## config.mk

```make
export PLATFORM = sky130hd
export DESIGN_NAME = vid_irq_ctrl
export DESIGN_NICKNAME = d
export VERILOG_FILES = /design/src/rtl/vic_pkg.sv /design/src/rtl/vic_ctrl.sv /design/src/rtl/vic_datapath.sv /design/src/rtl/vid_irq_ctrl.sv
export SDC_FILE = /design/constraint.sdc
export NUM_CORES = 1
export LEC_CHECK = 0
export BUFFER_PORTS_ARGS = -buffer_cell sky130_fd_sc_hd__buf_4
export CORE_UTILIZATION = 31
export CTS_CLUSTER_SIZE = 30
export DETAILED_ROUTE_END_ITERATION = 10
export PLACE_DENSITY_LB_ADDON = 0.15
export SLEW_MARGIN = 20
export SYNTH_ARGS = -nofsm -noshare
export SYNTH_HDL_FRONTEND = slang
export SYNTH_SLANG_ARGS = --single-unit
```

## constraint.sdc

```tcl
create_clock -name clk -period 1.2 [get_ports clk]
set_clock_uncertainty 0.05 [all_clocks]
set_input_delay 0.24 -clock clk [delete_from_list [all_inputs] [get_ports clk]]
set_output_delay 0.24 -clock clk [all_outputs]
set_load 0.02 [all_outputs]
```

## src/rtl/vic_pkg.sv

```systemverilog
package vic_pkg;
  localparam logic [1:0] ADDR_ENABLE = 2'd0;
  localparam logic [1:0] ADDR_STATUS = 2'd1;
  localparam logic [1:0] ADDR_LINE   = 2'd2;
  localparam logic [1:0] ADDR_SPARE  = 2'd3;

  typedef struct packed {
    logic       wrEnable;
    logic       wrLine;
    logic [2:0] clrFlags;
  } vicStrobes_t;
endpackage

```

## src/rtl/vic_ctrl.sv

```systemverilog
module vic_ctrl
  import vic_pkg::*;
(
  input  logic [1:0]  busAddr,
  input  logic        busWr,
  input  logic [2:0]  clrData,
  output vicStrobes_t strobes
);
  always_comb begin
    strobes = '0;
    if (busWr) begin
      unique case (busAddr)
        ADDR_ENABLE: strobes.wrEnable = 1'b1;
        ADDR_STATUS: strobes.clrFlags = clrData;
        ADDR_LINE:   strobes.wrLine   = 1'b1;
        default:     strobes = '0;
      endcase
    end
  end
endmodule

```

## src/rtl/vic_datapath.sv

```systemverilog
module vic_datapath
  import vic_pkg::*;
#(
  parameter int PCM_DEPTH = 4096,
  parameter int FILL_W    = $clog2(PCM_DEPTH + 1)
) (
  input  logic              clk,
  input  logic              rstN,
  input  vicStrobes_t       strobes,
  input  logic [7:0]        wrData,
  input  logic [1:0]        rdAddr,
  input  logic [8:0]        scanLine,
  input  logic              vsyncPulse,
  input  logic              collidePulse,
  input  logic [3:0]        collideGroup,
  input  logic [FILL_W-1:0] pcmFill,
  output logic [7:0]        rdData,
  output logic [7:0]        statusBits,
  output logic [3:0]        enBits,
  output logic              irqN
);
  localparam logic [FILL_W-1:0] QUARTER = FILL_W'(PCM_DEPTH / 4);

  logic [3:0] flags;
  logic [3:0] collData;
  logic [8:0] targetLine;
  logic [8:0] prevScan;
  logic       lineHit;
  logic       pcmLow;
  logic       unusedBits;

  assign unusedBits = ^wrData[6:4];
  assign lineHit    = (scanLine != prevScan) && (scanLine == targetLine);
  assign pcmLow     = (pcmFill < QUARTER);

  always_ff @(posedge clk) begin
    if (!rstN) begin
      flags      <= '0;
      collData   <= '0;
      enBits     <= '0;
      targetLine <= '0;
      prevScan   <= '0;
    end else begin
      prevScan <= scanLine;
      if (strobes.wrEnable) begin
        enBits        <= wrData[3:0];
        targetLine[8] <= wrData[7];
      end
      if (strobes.wrLine) targetLine[7:0] <= wrData;
      flags[0] <= vsyncPulse   | (flags[0] & ~strobes.clrFlags[0]);
      flags[1] <= lineHit      | (flags[1] & ~strobes.clrFlags[1]);
      flags[2] <= collidePulse | (flags[2] & ~strobes.clrFlags[2]);
      flags[3] <= pcmLow;
      if (collidePulse) collData <= collideGroup;
    end
  end

  assign statusBits = {collData, flags};
  assign irqN       = ~|(flags & enBits);

  always_comb begin
    unique case (rdAddr)
      ADDR_ENABLE: rdData = {1'b0, scanLine[8], 2'b00, enBits};
      ADDR_STATUS: rdData = statusBits;
      ADDR_LINE:   rdData = scanLine[7:0];
      default:     rdData = 8'h00;
    endcase
  end
endmodule

```

## src/rtl/vid_irq_ctrl.sv

```systemverilog
module vid_irq_ctrl
  import vic_pkg::*;
#(
  parameter int PCM_DEPTH = 4096,
  parameter int FILL_W    = $clog2(PCM_DEPTH + 1)
) (
  input  logic              clk,
  input  logic              rstN,
  input  logic [1:0]        busAddr,
  input  logic              busWr,
  input  logic [7:0]        busWrData,
  output logic [7:0]        busRdData,
  input  logic [8:0]        scanLine,
  input  logic              vsyncPulse,
  input  logic              collidePulse,
  input  logic [3:0]        collideGroup,
  input  logic [FILL_W-1:0] pcmFill,
  output logic              irqN
);
  vicStrobes_t strobes;
  logic [7:0]  statusBits;
  logic [3:0]  enBits;

  vic_ctrl u_ctrl (
    .busAddr (busAddr),
    .busWr   (busWr),
    .clrData (busWrData[2:0]),
    .strobes (strobes)
  );

  vic_datapath #(.PCM_DEPTH(PCM_DEPTH), .FILL_W(FILL_W)) u_dp (
    .clk          (clk),
    .rstN         (rstN),
    .strobes      (strobes),
    .wrData       (busWrData),
    .rdAddr       (busAddr),
    .scanLine     (scanLine),
    .vsyncPulse   (vsyncPulse),
    .collidePulse (collidePulse),
    .collideGroup (collideGroup),
    .pcmFill      (pcmFill),
    .rdData       (busRdData),
    .statusBits   (statusBits),
    .enBits       (enBits),
    .irqN         (irqN)
  );
endmodule

```

==> results of run 1 <==
==> kinds of logic after synthesis <==
| family | count (synthesis) | synth area share, % |
|---|---|---|
| flops | 30 | 42.74 |
| compound gates | 21 | 10.24 |
| mux | 14 | 9.973 |
| simple gates | 56 | 22.53 |
| xor+xnor | 18 | 11.22 |
| buf+inv | 8 | 3.294 |
==> cell usage in the layout (no fill, tap or decap), drive strengths merged, types with 3 or more instances in the layout <==
master and n:
nor2b 13, nor4 3, clkbuf 6, buf 62, a21boi 8, xnor2 8, and2 9, nand2 14
o21ai 6, xor2 10, a22o 4, nand3 13, mux2i 14, dfxtp 30
==> timing repair <==
item	in CTS	in global routing
resized for setup	24	15
setup endpoints to repair	10	11
pin swaps	2	7
buffers inserted	4	0
==> layer usage <==
layer	vias up	part of all wire (%)	wire length [um]
met3	5	4.0	144
met1	572	46	1689
met5	-	0	0
li1	623	-	-
met4	0	1.7	61
met2	25	48	1747
==> through the flow <==
step / worst slack, ns / hold slack, ns / util (%)
2_1_floorplan: -0.05667 / 0.2656 / -
3_3_place_gp: -0.1322 / 0.3510 / 43.88
3_5_place_dp: -0.1723 / 0.3635 / 43.88
4_1_cts: -0.3023 / 0.05322 / 49.43
5_1_grt: -0.3345 / 0.05985 / 50.69
6_report: -0.2874 / 0.05572 / 50.69
==> power by group through the flow <==
stage	registers (mW)	logic, mW	clock network, mW
2_1_floorplan	1.08	0.210	0
3_3_place_gp	1.09	0.404	0
5_1_grt	1.08	0.497	1.38
4_1_cts	1.07	0.448	1.32
3_5_place_dp	1.09	0.410	0
6_report	1.07	0.457	1.30
==> sequential cells by signal, indices dropped and copies added, names as in the netlist <==
| signal | count |
|---|---|
| u_dp.prevScan | 9 |
| u_dp.collData | 4 |
| u_dp.targetLine | 9 |
| u_dp.flags | 4 |
| u_dp.enBits | 4 |
==> cell type report <==
class	count	area [um^2]	share of cell area (%)
tap	52	65.06	2.948
multi-input combinational	109	879.6	39.85
clock inverter	2	60.06	2.721
clock buffer	6	82.58	3.741
sequential	30	620.6	28.12
timing repair buffer	62	499.2	22.62
==> worst paths after layout <==
| check | startpoint | to | cells past startpoint | slack [ns] |
|---|---|---|---|---|
| max | u_dp.enBits[0]$_SDFFE_PN0P_ | irqN | 3 | -0.29 |
| min | pcmFill[12] | u_dp.flags[3]$_SDFF_PN0_ | 2 | 0.06 |
| max reg2reg | u_dp.targetLine[3]$_SDFFE_PN0P_ | u_dp.flags[1]$_SDFF_PN0_ | 4 | 0.04 |
| min reg2reg | u_dp.targetLine[7]$_SDFFE_PN0P_ | u_dp.targetLine[7]$_SDFFE_PN0P_ | 2 | 0.43 |
==> impl_metrics.ini, run 1 <==
[finish]
fillers = 400
drive_gt1_share_pct = 49.28
fin_cells = 261
final_nets = 249
diodes = 0
area_growth_pct = 57.08
final_cell_area_mm2 = 0.002207

[pwr]
p_per_area_mw_per_mm2 = 1280
sequentialPowerShare_pct = 37.9
leakage_nw = 0.9245
pwr-share-clk_pct = 45.9
p_int_mw = 2.182
pwr-share-comb_pct = 16.2
switching_share_pct = 22.73
p_sw_mw = 0.6418
irDropWorstVdd_v = 0.0006166
p_total_mw = 2.824

[setup_path]
cp_slowest_cell = dfxtp_2
crit_family = compound AO/OA/AOI/OAI gates
cp.required_ns = 0.91
critical_path_buf_inv_count = 1
end_kind = primary output
worstSetupStartpointType = flop
crit_fanout = 2
critPathKind = flop to primary output
crit_chain = a22o_1 -> a221oi_2 -> buf_4
slowest_delay_ns = 0.32
critPathArrivalTime_ns = 1.20

[drt]
via_count = 1225
drc_errors = 0
wl_per_cell_um = 13.95
routed_wl_um = 3642
drtIter0Drc = 49
dr.pass1.iters = 4
ant_nets = 0
vias_per_cell = 4.693

[global_routing]
grt_max_degree = 32
grt_busiest_layer = met2
grt_pass1_vias = 1289
gr-usage-met1_pct = 21.66
antenna_found_initial = 0
grt_pass1_wl_um = 6258
grt_use_met2_pct = 26.65
grt_usage_pct = 16.83
gr-total-overflow = 0
use_met3_pct = 4.942

[yosys]
synth_area_per_cell_um2 = 9.558
async_flop_share_pct = 0
synthFlopType = dfxtp_1
synthDistinctLibCells = 23
synth_edf_count = 0
yosys.area.top_type = dfxtp_1
ys_ff_latch = 30
yosysWarnings = 0
synthTopCellsByArea = dfxtp_1 43%, mux2i_1 10%, xor2_1 6.2%, nor2b_1 5.8%, xnor2_1 5.0%
syn_inst = 147
ys_seq_area_share_pct = 42.74
synthMostInstantiatedCell = dfxtp_1
synth_top_area_share_pct = 42.74
synth_nets = 188
synth_common_cells = 30 x dfxtp_1, 14 x mux2i_1, 13 x nand2_1, 13 x nand3_1, 13 x nor2b_1
synth_area_mm2 = 0.001405

[outcome]
violations = negative setup slack
outcome = complete, but fails checks

[clock_network]
root_buffer = clkbuf_8
cts_hold_buffers = 0
cts_buffers = 5
clock_latency_ns = 0.29
tritoncts = done
h-tree-depth = 2
cts_buffer_depth = 2
clock-sinks = 30
clk_pin_slew_ns = 0.07

[sta]
max_slew_margin_pct = 81.13
max_freq_mhz = 672.3
finalHoldViolCount = 0
setup_viol = 9
rsz0062_at_grt = true
period_minus_slack_ns = 1.487
fin_crit_sh_pct = 124.0
tns_ns = -1.116
worst_slack_ns = -0.2874
drv_slew = 0
tightest_slew_ns = 0.2790

[placement]
dpl-instance-area_mm2 = 0.001911
gp_congestion = 0.7422
hpwl_um = 2707
placed_cells = 250
numPortBuffers = 39

[die]
rows = 24
coreArea_mm2 = 0.004354
die_x_um = 69.33
ioPinCount = 50
dieArea_mm2 = 0.004806
die_h_um = 69.33
start_util_pct = 32.27

[flow_run]
max-cap-violations = 0

[min_path]
hold_class = input pin to flop
(Power assumes the default switching activity.)
==> run 2, diff against run 1 <==
--- a/config.mk
+++ b/config.mk
@@ -9,8 +9,10 @@
 export CORE_UTILIZATION = 31
 export CTS_CLUSTER_SIZE = 30
 export DETAILED_ROUTE_END_ITERATION = 10
+export MAX_ROUTING_LAYER = met4
 export PLACE_DENSITY_LB_ADDON = 0.15
 export SLEW_MARGIN = 20
 export SYNTH_ARGS = -nofsm -noshare
 export SYNTH_HDL_FRONTEND = slang
+export SYNTH_HIERARCHICAL = 1
 export SYNTH_SLANG_ARGS = --single-unit
==> impl_metrics.ini, run 2 <==
[drt]
vias_per_cell = 4.715
ant_nets = 0
wl_per_cell_um = 14.15
via_count = 1141
dr.pass1.iters = 4
routed_wl_um = 3425
drtIter0Drc = 37
drc_errors = 0

[clock_network]
cts_buffer_depth = 2
clk_pin_slew_ns = 0.06
cts_buffers = 5
clock-sinks = 30
h-tree-depth = 2
root_buffer = clkbuf_8
tritoncts = done
cts_hold_buffers = 0
clock_latency_ns = 0.27

[sta]
tightest_slew_ns = 0.2977
worst_slack_ns = -0.2600
max_slew_margin_pct = 80.15
setup_viol = 8
fin_crit_sh_pct = 121.7
drv_slew = 0
rsz0062_at_grt = true
finalHoldViolCount = 0
tns_ns = -0.6799
max_freq_mhz = 684.9
hold_ws_ns = 0.07046
period_minus_slack_ns = 1.460

[setup_path]
critPathArrivalTime_ns = 1.17
end_kind = primary output
critPathKind = flop to primary output
cp.required_ns = 0.91
crit_fanout = 2
worstSetupStartpointType = flop

[finish]
fillers = 423
area_growth_pct = 43.11
drive_gt1_share_pct = 42.63
largestRegisters = u_dp/prevScan (9), u_dp/targetLine (9)
final_nets = 231
diodes = 0
layout.cells.most_common_list = 40 x buf_4, 23 x dfxtp_1, 19 x mux2i_1, 19 x nor2b_1, 12 x buf_6
layout_commonest_cell = buf_4
final_core_util_pct = 46.52
final_cell_area_mm2 = 0.002039

[placement]
hpwl_um = 2566
numPortBuffers = 39
dpl-instance-area_mm2 = 0.001869
gp_congestion = 0.8277

[global_routing]
gr-total-overflow = 0
antenna_found_initial = 0
grt_pass1_vias = 1175
grt_max_degree = 32
grt_pass1_wl_um = 5823
grt_usage_pct = 15.68

[pwr]
pwr-share-clk_pct = 32.9
p_total_mw = 2.227
sequentialPowerShare_pct = 48.0
p_sw_mw = 0.5466
pwr-share-comb_pct = 19.2
switching_share_pct = 24.54
p_int_mw = 1.681
irDropWorstVdd_v = 0.0004609
leakage_nw = 0.8517
p_per_area_mw_per_mm2 = 1092

[yosys]
synth_area_mm2 = 0.001425
synthFlopType = dfxtp_1
synth_area_per_cell_um2 = 10.25
syn_inst = 139
synth_common_cells = 30 x dfxtp_1, 22 x mux2i_1, 21 x nor2b_1
synth_nets = 180
async_flop_share_pct = 0
synthMostInstantiatedCell = dfxtp_1
ys_ff_latch = 30
ys_seq_area_share_pct = 42.14
synth_top_area_share_pct = 42.14
synthDistinctLibCells = 24
synth_edf_count = 0
synthTopCellsByArea = dfxtp_1 42%, mux2i_1 15%, nor2b_1 9.2%, xor2_1 6.1%, xnor2_1 4.9%
yosys.area.top_type = dfxtp_1
yosysWarnings = 6

[die]
die_h_um = 69.80
rows = 24
start_util_pct = 32.51
ioPinCount = 50
dieArea_mm2 = 0.004872
coreArea_mm2 = 0.004384
die_x_um = 69.80

[flow_run]
max-cap-violations = 0

[outcome]
violations = negative setup slack
outcome = complete, but fails checks

[min_path]
hold_class = input pin to flop
-- run 2: changes by cell type after synthesis, sizes merged, moves of 2 or more --
cell	previous run	this run
nand3	13	1
o21a	0	2
mux2i	14	22
nor2b	13	21
nand2	14	5
and4b	0	3
a21oi	2	0
a21boi	8	0
-- run 2: worst paths after layout --
check,cells after the start,slack [ns],endpoint,startpoint
setup / recovery,3,-0.26,irqN,u_dp/flags[0]$_SDFF_PN0_
hold / removal,2,0.07,u_dp/flags[3]$_SDFF_PN0_,pcmFill[10]
setup reg to reg,4,0.08,u_dp/flags[1]$_SDFF_PN0_,u_dp/targetLine[2]$_SDFFE_PN0P_
hold reg to reg,2,0.45,u_dp/flags[1]$_SDFF_PN0_,u_dp/flags[1]$_SDFF_PN0_
-- run 2: power groups by stage --
stage	registers [mW]	clock network, mW	logic (mW)
2_1_floorplan	1.08	0	0.203
3_3_place_gp	1.09	0	0.390
3_5_place_dp	1.09	0	0.396
4_1_cts	1.07	0.756	0.428
5_1_grt	1.07	0.812	0.464
6_report	1.07	0.732	0.427
-- run 2: worst max-delay path, cell delays in order, from the launching register on --
cell	delay (ns)
dfxtp_1	0.31
a22o_1	0.24
a221oi_2	0.18
buf_4	0.18
-- run 2: final cells by class --
type	count	area, um^2	area share, %
flip-flops and latches	30	611.8	30.00
clock buffers	7	76.32	3.742
multi-input cells	101	850.8	41.72
well taps	52	65.06	3.190
repair buffers	52	435.4	21.35
-- run 2: logic make-up (layout without fill, tap and decap cells) --
kind of cell,Yosys count,after routing,share of synthesized area [%]
flip-flops,30,30,42.14
XOR/XNOR,18,18,11.06
buffers and inverters,8,59,2.546
AO/OA/AOI/OAI,13,13,6.322
multiplexers,22,22,15.45
AND/OR/NAND/NOR,48,48,22.48
-- run 2: routing by layer --
layer | track usage, % | routed length (um) | vias up
li1 | - | - | 577
met1 | 18.77 | 1568 | 527
met2 | 25.11 | 1648 | 32
met3 | 4.651 | 170 | 5
met4 | 5.333 | 37 | 0
met5 | - | 0 | -
-- run 2: per-stage QoR --
step                      setup slack (ns)  std cells
after floorplan                    0.01969        139
after global placement             -0.1446        235
after detailed placement           -0.1453        235
after CTS                          -0.2838        242
after global routing               -0.3045        242
final                              -0.2600        242
-- run 2: what timing repair did --
action	CTS	global route
setup endpoints to repair	9	10
pin swaps	4	3
resized for setup	21	8
buffers inserted	1	0
==> run 3, diff against run 2 <==
--- a/config.mk
+++ b/config.mk
@@ -6,12 +6,13 @@
 export NUM_CORES = 1
 export LEC_CHECK = 0
 export BUFFER_PORTS_ARGS = -buffer_cell sky130_fd_sc_hd__buf_4
+export CORE_ASPECT_RATIO = 2
 export CORE_UTILIZATION = 31
 export CTS_CLUSTER_SIZE = 30
 export DETAILED_ROUTE_END_ITERATION = 10
 export MAX_ROUTING_LAYER = met4
-export PLACE_DENSITY_LB_ADDON = 0.15
-export SLEW_MARGIN = 20
+export PLACE_DENSITY_LB_ADDON = 0.25
+export SLEW_MARGIN = 30
 export SYNTH_ARGS = -nofsm -noshare
 export SYNTH_HDL_FRONTEND = slang
 export SYNTH_HIERARCHICAL = 1
==> impl_metrics.ini, run 3 (synthesized netlist as in run 2, its figures left out) <==
[outcome]
outcome = complete, but fails checks
violations = negative setup slack

[sta]
tightest_slew_ns = 0.2883
max_freq_mhz = 662.4
finalHoldViolCount = 0
drv_slew = 0
worst_slack_ns = -0.3096
period_minus_slack_ns = 1.510
hold_ws_ns = 0.07795
setup_viol = 8
fin_crit_sh_pct = 125.8
rsz0062_at_grt = true
max_slew_margin_pct = 80.51

[pwr]
sequentialPowerShare_pct = 46.0
p_int_mw = 1.750
p_sw_mw = 0.5763
leakage_nw = 0.8634
switching_share_pct = 24.77
p_total_mw = 2.326
irDropWorstVdd_v = 0.0005558
p_per_area_mw_per_mm2 = 1121
pwr-share-comb_pct = 18.6
pwr-share-clk_pct = 35.5

[drt]
wl_per_cell_um = 14.37
vias_per_cell = 4.840
drtIter0Drc = 20
routed_wl_um = 3506
drc_errors = 0
dr.pass1.iters = 4
ant_nets = 0
via_count = 1181

[min_path]
hold_class = input pin to flop
min_path_cells = 2
min_from = pcmFill[12]
hold-path-endpoint = u_dp/flags[3]$_SDFF_PN0_

[setup_path]
critPathKind = flop to primary output
r2r-start = u_dp/targetLine[7]$_SDFFE_PN0P_
crit_fanout = 2
reg2reg_depth = 4
rr_endpoint = u_dp/flags[1]$_SDFF_PN0_
end_kind = primary output
worstSetupStartpointType = flop
rrSetupSlack_ns = 0.04
cp.required_ns = 0.91
critPathArrivalTime_ns = 1.22

[clock_network]
tritoncts = done
h-tree-depth = 2
clk_pin_slew_ns = 0.06
cts_buffer_depth = 2
clock-sinks = 30
clock_latency_ns = 0.28
root_buffer = clkbuf_8
cts_buffers = 5
cts_hold_buffers = 0

[finish]
layout.cells.most_common_list = 37 x buf_4, 21 x dfxtp_1, 19 x nor2b_1
diodes = 0
area_growth_pct = 45.65
drive_gt1_share_pct = 44.21
fin_cells = 244
final_nets = 230
final_cell_area_mm2 = 0.002076
largestRegisters = u_dp/prevScan (9), u_dp/targetLine (9)
layout_commonest_cell = buf_4

[global_routing]
gr-total-overflow = 0
grt_usage_pct = 16.16
grt_pass1_vias = 1270
grt_max_degree = 32
antenna_found_initial = 0
grt_pass1_wl_um = 5733

[die]
coreArea_mm2 = 0.004382
rows = 34
dieArea_mm2 = 0.004889
ioPinCount = 50
start_util_pct = 32.52
die_h_um = 97.89
die_x_um = 49.95

[placement]
numPortBuffers = 39
placed_cells = 235
hpwl_um = 2692
gp_congestion = 0.7336
dpl-instance-area_mm2 = 0.001857

[flow_run]
max-cap-violations = 0
-- run 3: worst max path at each step --
| stage | from | endpoint | slack, ns | cells past startpoint |
|---|---|---|---|---|
| 2_1_floorplan | busAddr[1] | busRdData[4] | 0.02 | 4 |
| 3_3_place_gp | busAddr[0] | busRdData[7] | -0.14 | 5 |
| 3_5_place_dp | busAddr[0] | busRdData[7] | -0.15 | 5 |
| 4_1_cts | u_dp/flags[0]$_SDFF_PN0_ | irqN | -0.30 | 3 |
| 5_1_grt | u_dp/flags[0]$_SDFF_PN0_ | irqN | -0.34 | 3 |
| 6_report | u_dp/flags[0]$_SDFF_PN0_ | irqN | -0.31 | 3 |
-- run 3: metrics by stage --
stage | setup TNS [ns] | util (%) | setup slack, ns
3_3_place_gp | -1.177 | 42.38 | -0.1424
2_1_floorplan | 0 | - | 0.01969
5_1_grt | -1.217 | 47.37 | -0.3421
3_5_place_dp | -1.522 | 42.38 | -0.1518
4_1_cts | -0.9694 | 46.60 | -0.2950
6_report | -0.9051 | 47.37 | -0.3096
-- run 3: timing repair --
action                     4_1_cts  5_1_grt
pin swaps                        3        3
gates resized for setup         26       10
buffers inserted                 1        0
cloned                           0        0
setup endpoints to repair        9       10
-- run 3: critical path, cell delays in order, from the launching register on --
cell	delay [ns]
dfxtp_2	0.32
a22o_1	0.23
a221oi_2	0.21
buf_4	0.19
-- run 3: routing by layer --
layer  global-route usage, %  up-vias  wire (um)
met5                       -        -          0
met4                   9.011        0        122
met3                   3.738        9        134
met1                   14.70      562       1276
met2                   29.42       32       1972
li1                        -      578          -
-- run 3: cell type report --
cell class | instances | area, um^2
clock buffers | 7 | 86.33
clock inverters | 1 | 5.005
fillers | 418 | 2306
multi-input cells | 101 | 854.6
flip-flops and latches | 30 | 614.3
well taps | 54 | 67.56
repair buffers | 51 | 447.9
-- run 3: power groups by stage --
stage	clock [mW]	sequential, mW	combinational, mW
after floorplan	0	1.08	0.203
after global placement	0	1.09	0.382
after detailed placement	0	1.09	0.389
after CTS	0.854	1.07	0.425
after global routing	0.917	1.07	0.464
final	0.825	1.07	0.432
